===== src/rtl/coinc_pkg.sv =====
package coinc_pkg;
  localparam int unsigned NCH = 2;
  localparam int unsigned DEF_WIN_W = 8;
  localparam int unsigned DEF_WINDOW = 15;

  typedef enum logic [1:0] {
    ST_HUNT  = 2'd0,
    ST_ARMED = 2'd1,
    ST_REARM = 2'd2
  } coinc_st_e;
endpackage


===== src/rtl/coinc_edge.sv =====
module coinc_edge (
  input  logic clk_i,
  input  logic rst_ni,
  input  logic gate_i,
  output logic rise_o
);
  logic gate_q;

  always_ff @(posedge clk_i or negedge rst_ni) begin
    if (!rst_ni) gate_q <= 1'b0;
    else         gate_q <= gate_i;
  end

  assign rise_o = gate_i & ~gate_q;
endmodule


===== src/rtl/coinc_window.sv =====
module coinc_window #(
  parameter int unsigned WIN_W = coinc_pkg::DEF_WIN_W
) (
  input  logic             clk_i,
  input  logic             rst_ni,
  input  logic             en_i,
  input  logic             rise_a_i,
  input  logic             rise_b_i,
  input  logic [WIN_W-1:0] window_i,
  output logic             match_o
);
  logic             open_q;
  logic             first_a_q;
  logic [WIN_W-1:0] cnt_q;
  logic             rise_other;
  logic             late_match;
  logic             timeout;
  logic             start;

  // rise of the channel that did not open the window
  assign rise_other = first_a_q ? rise_b_i : rise_a_i;
  assign late_match = open_q & rise_other & (cnt_q <= window_i);
  assign match_o    = en_i & ((rise_a_i & rise_b_i) | late_match);
  assign timeout    = open_q & ~late_match & (cnt_q >= window_i);
  assign start      = en_i & ~open_q & (rise_a_i ^ rise_b_i);

  always_ff @(posedge clk_i or negedge rst_ni) begin
    if (!rst_ni) begin
      open_q    <= 1'b0;
      first_a_q <= 1'b0;
      cnt_q     <= '0;
    end else if (!en_i || match_o || timeout) begin
      open_q <= 1'b0;
      cnt_q  <= '0;
    end else if (start) begin
      open_q    <= 1'b1;
      first_a_q <= rise_a_i;
      cnt_q     <= WIN_W'(1);
    end else if (open_q) begin
      cnt_q <= cnt_q + WIN_W'(1);
    end
  end

  AST_CNT_NONZERO: assert property (@(posedge clk_i) disable iff (!rst_ni)
    open_q |-> cnt_q != '0);

  AST_ZERO_WIN_NO_LATE: assert property (@(posedge clk_i) disable iff (!rst_ni)
    (window_i == '0 && open_q) |-> !match_o);
endmodule


===== src/rtl/coinc_fsm.sv =====
module coinc_fsm
  import coinc_pkg::*;
(
  input  logic      clk_i,
  input  logic      rst_ni,
  input  logic      match_i,
  input  logic      gate_a_i,
  input  logic      gate_b_i,
  input  logic      over_a_i,
  input  logic      over_b_i,
  output logic      hunt_o,
  output coinc_st_e st_o,
  output logic      coinc_o,
  output logic      discard_o
);
  coinc_st_e st_q, st_d;
  logic      coinc_d, discard_d;
  logic      over_any, gate_low, judge;

  assign over_any = over_a_i | over_b_i;
  assign gate_low = ~gate_a_i | ~gate_b_i;
  // judge the pair in the match cycle and every armed cycle
  assign judge    = (st_q == ST_HUNT && match_i) || (st_q == ST_ARMED);

  always_comb begin
    st_d      = st_q;
    coinc_d   = 1'b0;
    discard_d = 1'b0;
    if (judge) begin
      if (over_any) begin
        discard_d = 1'b1;
        st_d      = ST_REARM;
      end else if (gate_low) begin
        coinc_d = 1'b1;
        st_d    = ST_REARM;
      end else begin
        st_d = ST_ARMED;
      end
    end else if (st_q == ST_REARM && !gate_a_i && !gate_b_i) begin
      st_d = ST_HUNT;
    end
  end

  always_ff @(posedge clk_i or negedge rst_ni) begin
    if (!rst_ni) begin
      st_q      <= ST_HUNT;
      coinc_o   <= 1'b0;
      discard_o <= 1'b0;
    end else begin
      st_q      <= st_d;
      coinc_o   <= coinc_d;
      discard_o <= discard_d;
    end
  end

  assign hunt_o = (st_q == ST_HUNT);
  assign st_o   = st_q;

  AST_NO_EMIT_ON_OVER: assert property (@(posedge clk_i) disable iff (!rst_ni)
    (st_q == ST_ARMED && (over_a_i || over_b_i)) |=> (discard_o && !coinc_o));

  AST_REARM_HOLD: assert property (@(posedge clk_i) disable iff (!rst_ni)
    (st_q == ST_REARM && (gate_a_i || gate_b_i)) |=> (st_q == ST_REARM));

  AST_PULSE_SINGLE: assert property (@(posedge clk_i) disable iff (!rst_ni)
    (coinc_o || discard_o) |=> !(coinc_o || discard_o));

  AST_EXCLUSIVE: assert property (@(posedge clk_i) disable iff (!rst_ni)
    !(coinc_o && discard_o));
endmodule


===== src/rtl/coinc_detector.sv =====
module coinc_detector
  import coinc_pkg::*;
#(
  parameter int unsigned WIN_W = DEF_WIN_W
) (
  input  logic             clk_i,
  input  logic             rst_ni,
  input  logic             gate_a_i,
  input  logic             gate_b_i,
  input  logic             over_a_i,
  input  logic             over_b_i,
  input  logic [WIN_W-1:0] window_i,
  output logic             coinc_o,
  output logic             discard_o
);
  logic [NCH-1:0] gate;
  logic [NCH-1:0] rise;
  logic           hunt;
  logic           match;
  coinc_st_e      st;

  assign gate = {gate_b_i, gate_a_i};

  for (genvar c = 0; c < NCH; c++) begin : g_ch
    coinc_edge u_edge (
      .clk_i  (clk_i),
      .rst_ni (rst_ni),
      .gate_i (gate[c]),
      .rise_o (rise[c])
    );
  end

  coinc_window #(.WIN_W(WIN_W)) u_window (
    .clk_i    (clk_i),
    .rst_ni   (rst_ni),
    .en_i     (hunt),
    .rise_a_i (rise[0]),
    .rise_b_i (rise[1]),
    .window_i (window_i),
    .match_o  (match)
  );

  coinc_fsm u_fsm (
    .clk_i     (clk_i),
    .rst_ni    (rst_ni),
    .match_i   (match),
    .gate_a_i  (gate_a_i),
    .gate_b_i  (gate_b_i),
    .over_a_i  (over_a_i),
    .over_b_i  (over_b_i),
    .hunt_o    (hunt),
    .st_o      (st),
    .coinc_o   (coinc_o),
    .discard_o (discard_o)
  );

  AST_SAME_CYCLE_MATCH: assert property (@(posedge clk_i) disable iff (!rst_ni)
    (st == ST_HUNT && rise[0] && rise[1]) |=> (st != ST_HUNT || coinc_o || discard_o));

  AST_VETO_AT_MATCH: assert property (@(posedge clk_i) disable iff (!rst_ni)
    (match && (over_a_i || over_b_i)) |=> discard_o);
endmodule


===== config.mk =====
export PLATFORM = sky130hd
export DESIGN_NAME = coinc_detector
export DESIGN_NICKNAME = d
export VERILOG_FILES = /design/src/rtl/coinc_pkg.sv /design/src/rtl/coinc_edge.sv /design/src/rtl/coinc_window.sv /design/src/rtl/coinc_fsm.sv /design/src/rtl/coinc_detector.sv
export SDC_FILE = /design/constraint.sdc
export NUM_CORES = 1
export LEC_CHECK = 0
export BUFFER_PORTS_ARGS = -buffer_cell sky130_fd_sc_hd__buf_2
export CORE_ASPECT_RATIO = 0.75
export CORE_UTILIZATION = 35
export DETAILED_ROUTE_END_ITERATION = 12
export PLACE_DENSITY = 0.5
export REMOVE_ABC_BUFFERS = 1
export SYNTH_ARGS = -nofsm -noshare
export SYNTH_HDL_FRONTEND = slang
export SYNTH_HIERARCHICAL = 1
export SYNTH_SLANG_ARGS = --single-unit

===== constraint.sdc =====
create_clock -name clk_i -period 3.1 [get_ports clk_i]
set_input_delay 0.155 -clock clk_i [delete_from_list [all_inputs] [get_ports clk_i]]
set_output_delay 0.155 -clock clk_i [all_outputs]
set_load 0.1 [all_outputs]

[Word level (Yosys, flattened, before mapping)]
Cells that the tools add are included.
Operators by class
  add/sub/neg operators: 1
  magnitude comparators: 2
  equality and inequality tests: 2
  multiplexer cells: 15
  bitwise logic cells: 21
  reductions and logical operators: 14
Operators by type and width (count)
  two-way mux 8 bit: 3
  bitwise AND 1 bit: 10
  adder 8 x 1 -> 8 bit, second input constant: 1
  >= comparator 8 bit: 1
  less-or-equal comparator 8 bit: 1
  two-way mux 1 bit: 8
  two-way mux 2 bit: 4
  inverter 1 bit: 7
  nonzero test 2 bit: 2
  logical AND 1 bit: 3
  zero test 1 bit: 3
  logical OR 1 bit: 3
  bitwise OR 1 bit: 3
  nonzero test 3 bit: 1
  equality test 2 x 1 -> 1 bit, second input constant: 1
  equality test 2 bit, second input constant: 1
  zero test 2 bit: 1
  AND reduction 2 bit: 1
  XOR 1 bit: 1
Word-level totals
  register bits after elaboration: 16
  bits of input ports: 14
  output and inout bits: 2
  logic and storage cells: 63

[Logic depth before layout (Yosys ltp)]
  depth in word-level cells: 11
  depth in mapped cells: 9
  gate-level depth less buffers: 9

[By module]
Netlist, hierarchy kept.
Modules (own cells, without submodules)
  coinc_window: instances 1, cells an instance 94, area each 777.0 um^2, seq. area each 250.2 um^2
  coinc_fsm: instances 1, cells an instance 16, area each 198.9 um^2, seq. area each 100.1 um^2
  coinc_edge: instances 2, cells an instance 2, area each 38.8 um^2, seq. area each 25.0 um^2

[Worst setup path after synthesis]
Ideal clock, no wire load.
  path kind: reg2reg
  start: register u_window.cnt_q[1]
  end: register u_fsm.coinc_o
  setup time: 0.111 ns
  data arrival time: 1.827 ns
  required time: 2.989 ns
  setup slack: 1.162 ns
  cell stages (with the launch flop): 9
  path buffers: 0
  clock period less this slack: 1.938 ns
  cell sequence: dfrtp_1 ha_1 nor2b_1 o211ai_1 a21o_1 nand2b_1 a21oi_1 o21bai_4 a2111oi_2
Between the ends
  longest elaborated chain between the ends: 7
RTL lines
  from (decl): RTL line coinc_window.sv:14  | logic [WIN_W-1:0] cnt_q;
  from (signal assigned): RTL line coinc_window.sv:40  | cnt_q <= cnt_q + WIN_W'(1);
  less-or-equal comparator 8 bit: RTL line coinc_window.sv:22  | assign late_match = open_q & rise_other & (cnt_q <= window_i);
  bitwise AND 1 bit: RTL line coinc_window.sv:22
  bitwise OR 1 bit: RTL line coinc_window.sv:23  | assign match_o = en_i & ((rise_a_i & rise_b_i) | late_match);
  bitwise AND 1 bit: RTL line coinc_window.sv:23
  net match: RTL line coinc_detector.sv:19  | logic match;
  logical AND 1 bit: RTL line coinc_fsm.sv:23  | assign judge = (st_q == ST_HUNT && match_i) || (st_q == ST_ARMED);
  logical OR 1 bit: RTL line coinc_fsm.sv:23
  two-way mux 1 bit: RTL line coinc_fsm.sv:29  | if (judge) begin
  net u_fsm.coinc_d: RTL line coinc_fsm.sv:17  | logic coinc_d, discard_d;
  to (signal assigned): RTL line coinc_fsm.sv:51  | coinc_o <= coinc_d;
  to (decl): RTL line coinc_fsm.sv:13  | output logic coinc_o,
The timed path passes the listed nets, and every way through them passes these cells.
A chain may end at the register's enable or synchronous reset.

[Worst setup path in the final report]
Same ends and word-level chain as after synthesis.

==> results.tsv <==
metric	value	unit
total net switching power	272	uW
reg2reg start	u_window/cnt_q[1]$_DFFE_PN0P_	
EDFF count, synth	0	
min-delay src	over_b_i	
simple-gate area share of the yosys netlist	22.7	%
CTS tree	yes	
distinct cell type count after synthesis	38	
Clk network pwr share	25.6	%
minimum clock period after layout	2120	ps
cts hold-fix bufs	1	
max-cap violations	0	
vias in the first global route	778	
initial antenna violation count	0	
CP Class	reg -> reg	
CP max stage cell	dfrtp_1	
startpoint types	flop	
Remaining DRCs	0	
Adder-Cell Fraction of Synth Area	11.9	%
Initial Util	38.7	%
FILL cells	273	
WP buf/inv	0	
Max FO, Critical Path	5	
FP Rows	16	
CP endpoint kind	flop	
Worst slew margin	60.6	%
register area share after synthesis	38.0	%
Die X-Extent	65.4	um
CP startpoint	u_window/cnt_q[1]$_DFFE_PN0P_	
mapped cell area	1050	um^2
peak supply drop	338	uV
Register Area	400	um^2
largest net degree at the start of global routing	17	
Power Dens Cells	583	nW/um^2
leakage	0.000615	uW
largest delay contributor family on the critical path	compound AO/OA/AOI/OAI gates	
setup repair after global routing missed its margin	no	
clk sink count	16	
internal power	448	uW
Post-synth ARST share	100	%
GR Overflow Total	0	
gr usage total	14.6	%
WL/cell	12.1	um
number of buffers added on ports	15	
placeable core area	2720	um^2
CTS Buffer Depth	2	
Via Count	887	
global-route wire length before repair	3470	um
First DRT Iteration DRCs	25	
WP data required	3240	ps
Fin Clk Skew	8.25	ps
Hold Vio Cnt, Final	0	
largest family of logic cells by synthesized area	simple AND/OR/NAND/NOR gates	
Synth Area in Compound Gates	17.9	%
Slew Limit Fails	0	
hold slack	81.8	ps
area of the die	3240	um^2
setup violators final	0	
status	finished clean	
Seq cells post-synth	16	
post-synthesis mux area share	3.44	%
Routed Antenna Nets	0	
top_reg_cell synth	dfrtp_1	
Logic pwr share	34.6	%
layout cells sized above 1	21.1	%
Vias/cell	5.25	
setup bufs post-CTS	0	
Worst Tran Pin Value	591	ps
# nets final	158	
Worst-Skew Late Latency	250	ps
Syn. warnings	6	
Max Clock Freq	0.472	GHz
TNS Setup	0	ps
Antenna Cells	0	
DP Wirelength	1600	um
worst path cell trace	ha_1 > nor2b_1 > o211ai_1 > a21o_1 > nand2b_1 > a21oi_1 > o21bai_4 > a2111oi_2	
# resized after CTS	0	
XOR/XNOR share of the synthesized area	1.66	%
TritonCTS Buffers	3	
htree depth	1	
DRT Pass-1 Iters	4	
Min-Delay Path Class	in -> reg	
routed wire length	2050	um
area grow syn2layout	17.1	%
WP data arrival	2260	ps
Sw Ratio	37.8	%
cell count after synthesis	114	
GPL Wtd Cong	0.811	
Tcrit/Tclk final	68.3	%
Synth Area per Inst	9.24	um^2
die height	49.5	um
part of the power in registers	39.9	%
root buf cell	clkbuf_8	
multi-input logic area	607	um^2
# IOs	16	
Clock Pin Slew Worst Setup and Hold Paths	70	ps
Critical Path Max Stage Delay	410	ps
-- final timing paths --
kind,to,slack [ps],cells after the start
max in group asynchronous,u_fsm/st_o[0]$_DFFE_PN0P_,2480,2
worst min-delay path,u_fsm/coinc_o$_DFF_PN0_,80,2
worst max register to register,u_fsm/coinc_o$_DFF_PN0_,980,8
worst min register to register,u_window/first_a_q$_DFFE_PN0P_,540,1
min in group asynchronous,u_fsm/st_o[1]$_DFFE_PN0P_,350,2
worst max-delay path,u_fsm/coinc_o$_DFF_PN0_,980,8
-- cell type report --
type / count / area share, %
multi-input combinational: 86 / 49.2
tap: 36 / 3.65
inverter: 11 / 3.35
clock buffer: 4 / 4.46
timing repair buffer: 16 / 6.90
sequential: 16 / 32.5
-- synthesized netlist by cell type, types with 2 or more instances --
cell,instances,area (um^2)
nand2_1,6,22.5
dfrtp_1,16,400
nor2_1,13,48.8
nand3_1,6,30.0
nand2b_1,2,12.5
inv_1,11,41.3
ha_1,10,125
nand4_1,2,12.5
a21oi_1,13,65.1
o21ai_1,2,10.0
o21ai_0,2,10.0
a211oi_1,2,15.0
nor3_1,3,15.0
nor2b_4,2,27.5
-- flip-flops by register name (all words and copies together), names as in the netlist --
signal,cells
u_fsm/st_o,2
g_ch.u_edge/gate_q,2
u_window/first_a_q,1
u_fsm/coinc_o,1
u_window/cnt_q,8
u_fsm/discard_o,1
u_window/open_q,1
-- through the flow --
step / worst slack [ps] / util [%] / instances / cell area [um^2] / total power, uW
finish: 983 / 45.3 / 169 / 1230 / 720
global route: 766 / 45.3 / 169 / 1230 / 779
CTS: 976 / 45.3 / 169 / 1230 / 728
detailed placement: 990 / 42.9 / 164 / 1170 / 537
global placement: 1040 / 42.9 / 164 / 1170 / 537
floorplan: 1160 / - / 113 / 1050 / 469
-- cells in the final DEF, fill, tap and decap left out, types with 2 or more instances in the layout --
master     n
nand3_1    6
ha_1      10
o21ai_1    2
o21ai_0    2
nand2b_1   2
nor2_1    13
dfrtp_1   16
a21oi_1   13
nor2b_4    2
inv_1     11
clkbuf_8   4
a211oi_1   2
nand4_1    2
buf_2     15
nor3_1     3
nand2_1    6
-- power groups by stage --
stage | registers (uW) | clock network, uW | logic (uW)
detailed placement | 290 | 0 | 248
global route | 291 | 206 | 282
finish | 287 | 184 | 249
floorplan | 299 | 0 | 170
global placement | 288 | 0 | 250
CTS | 285 | 192 | 251
-- routing by layer --
layer	up-vias	routed length, um	global-route usage [%]
li1	446	-	-
met1	419	1090	20.8
met2	16	850	19.9
met3	6	81	4.17
met4	0	29	7.25
met5	-	0	0
-- worst reg2reg max path: stages, from the launching register on --
cell       delay, ps
dfrtp_1          410
ha_1             300
nor2b_1          130
o211ai_1         150
a21o_1           220
nand2b_1          70
a21oi_1          310
o21bai_4          90
a2111oi_2        340
-- logic make-up after synthesis --
kind of cell    after synthesis
fa+ha+maj                    10
xor+xnor                      2
buf+inv                      12
flops                        16
compound gates               28
mux                           3
simple gates                 43
Power figures use the tool's default switching activity.
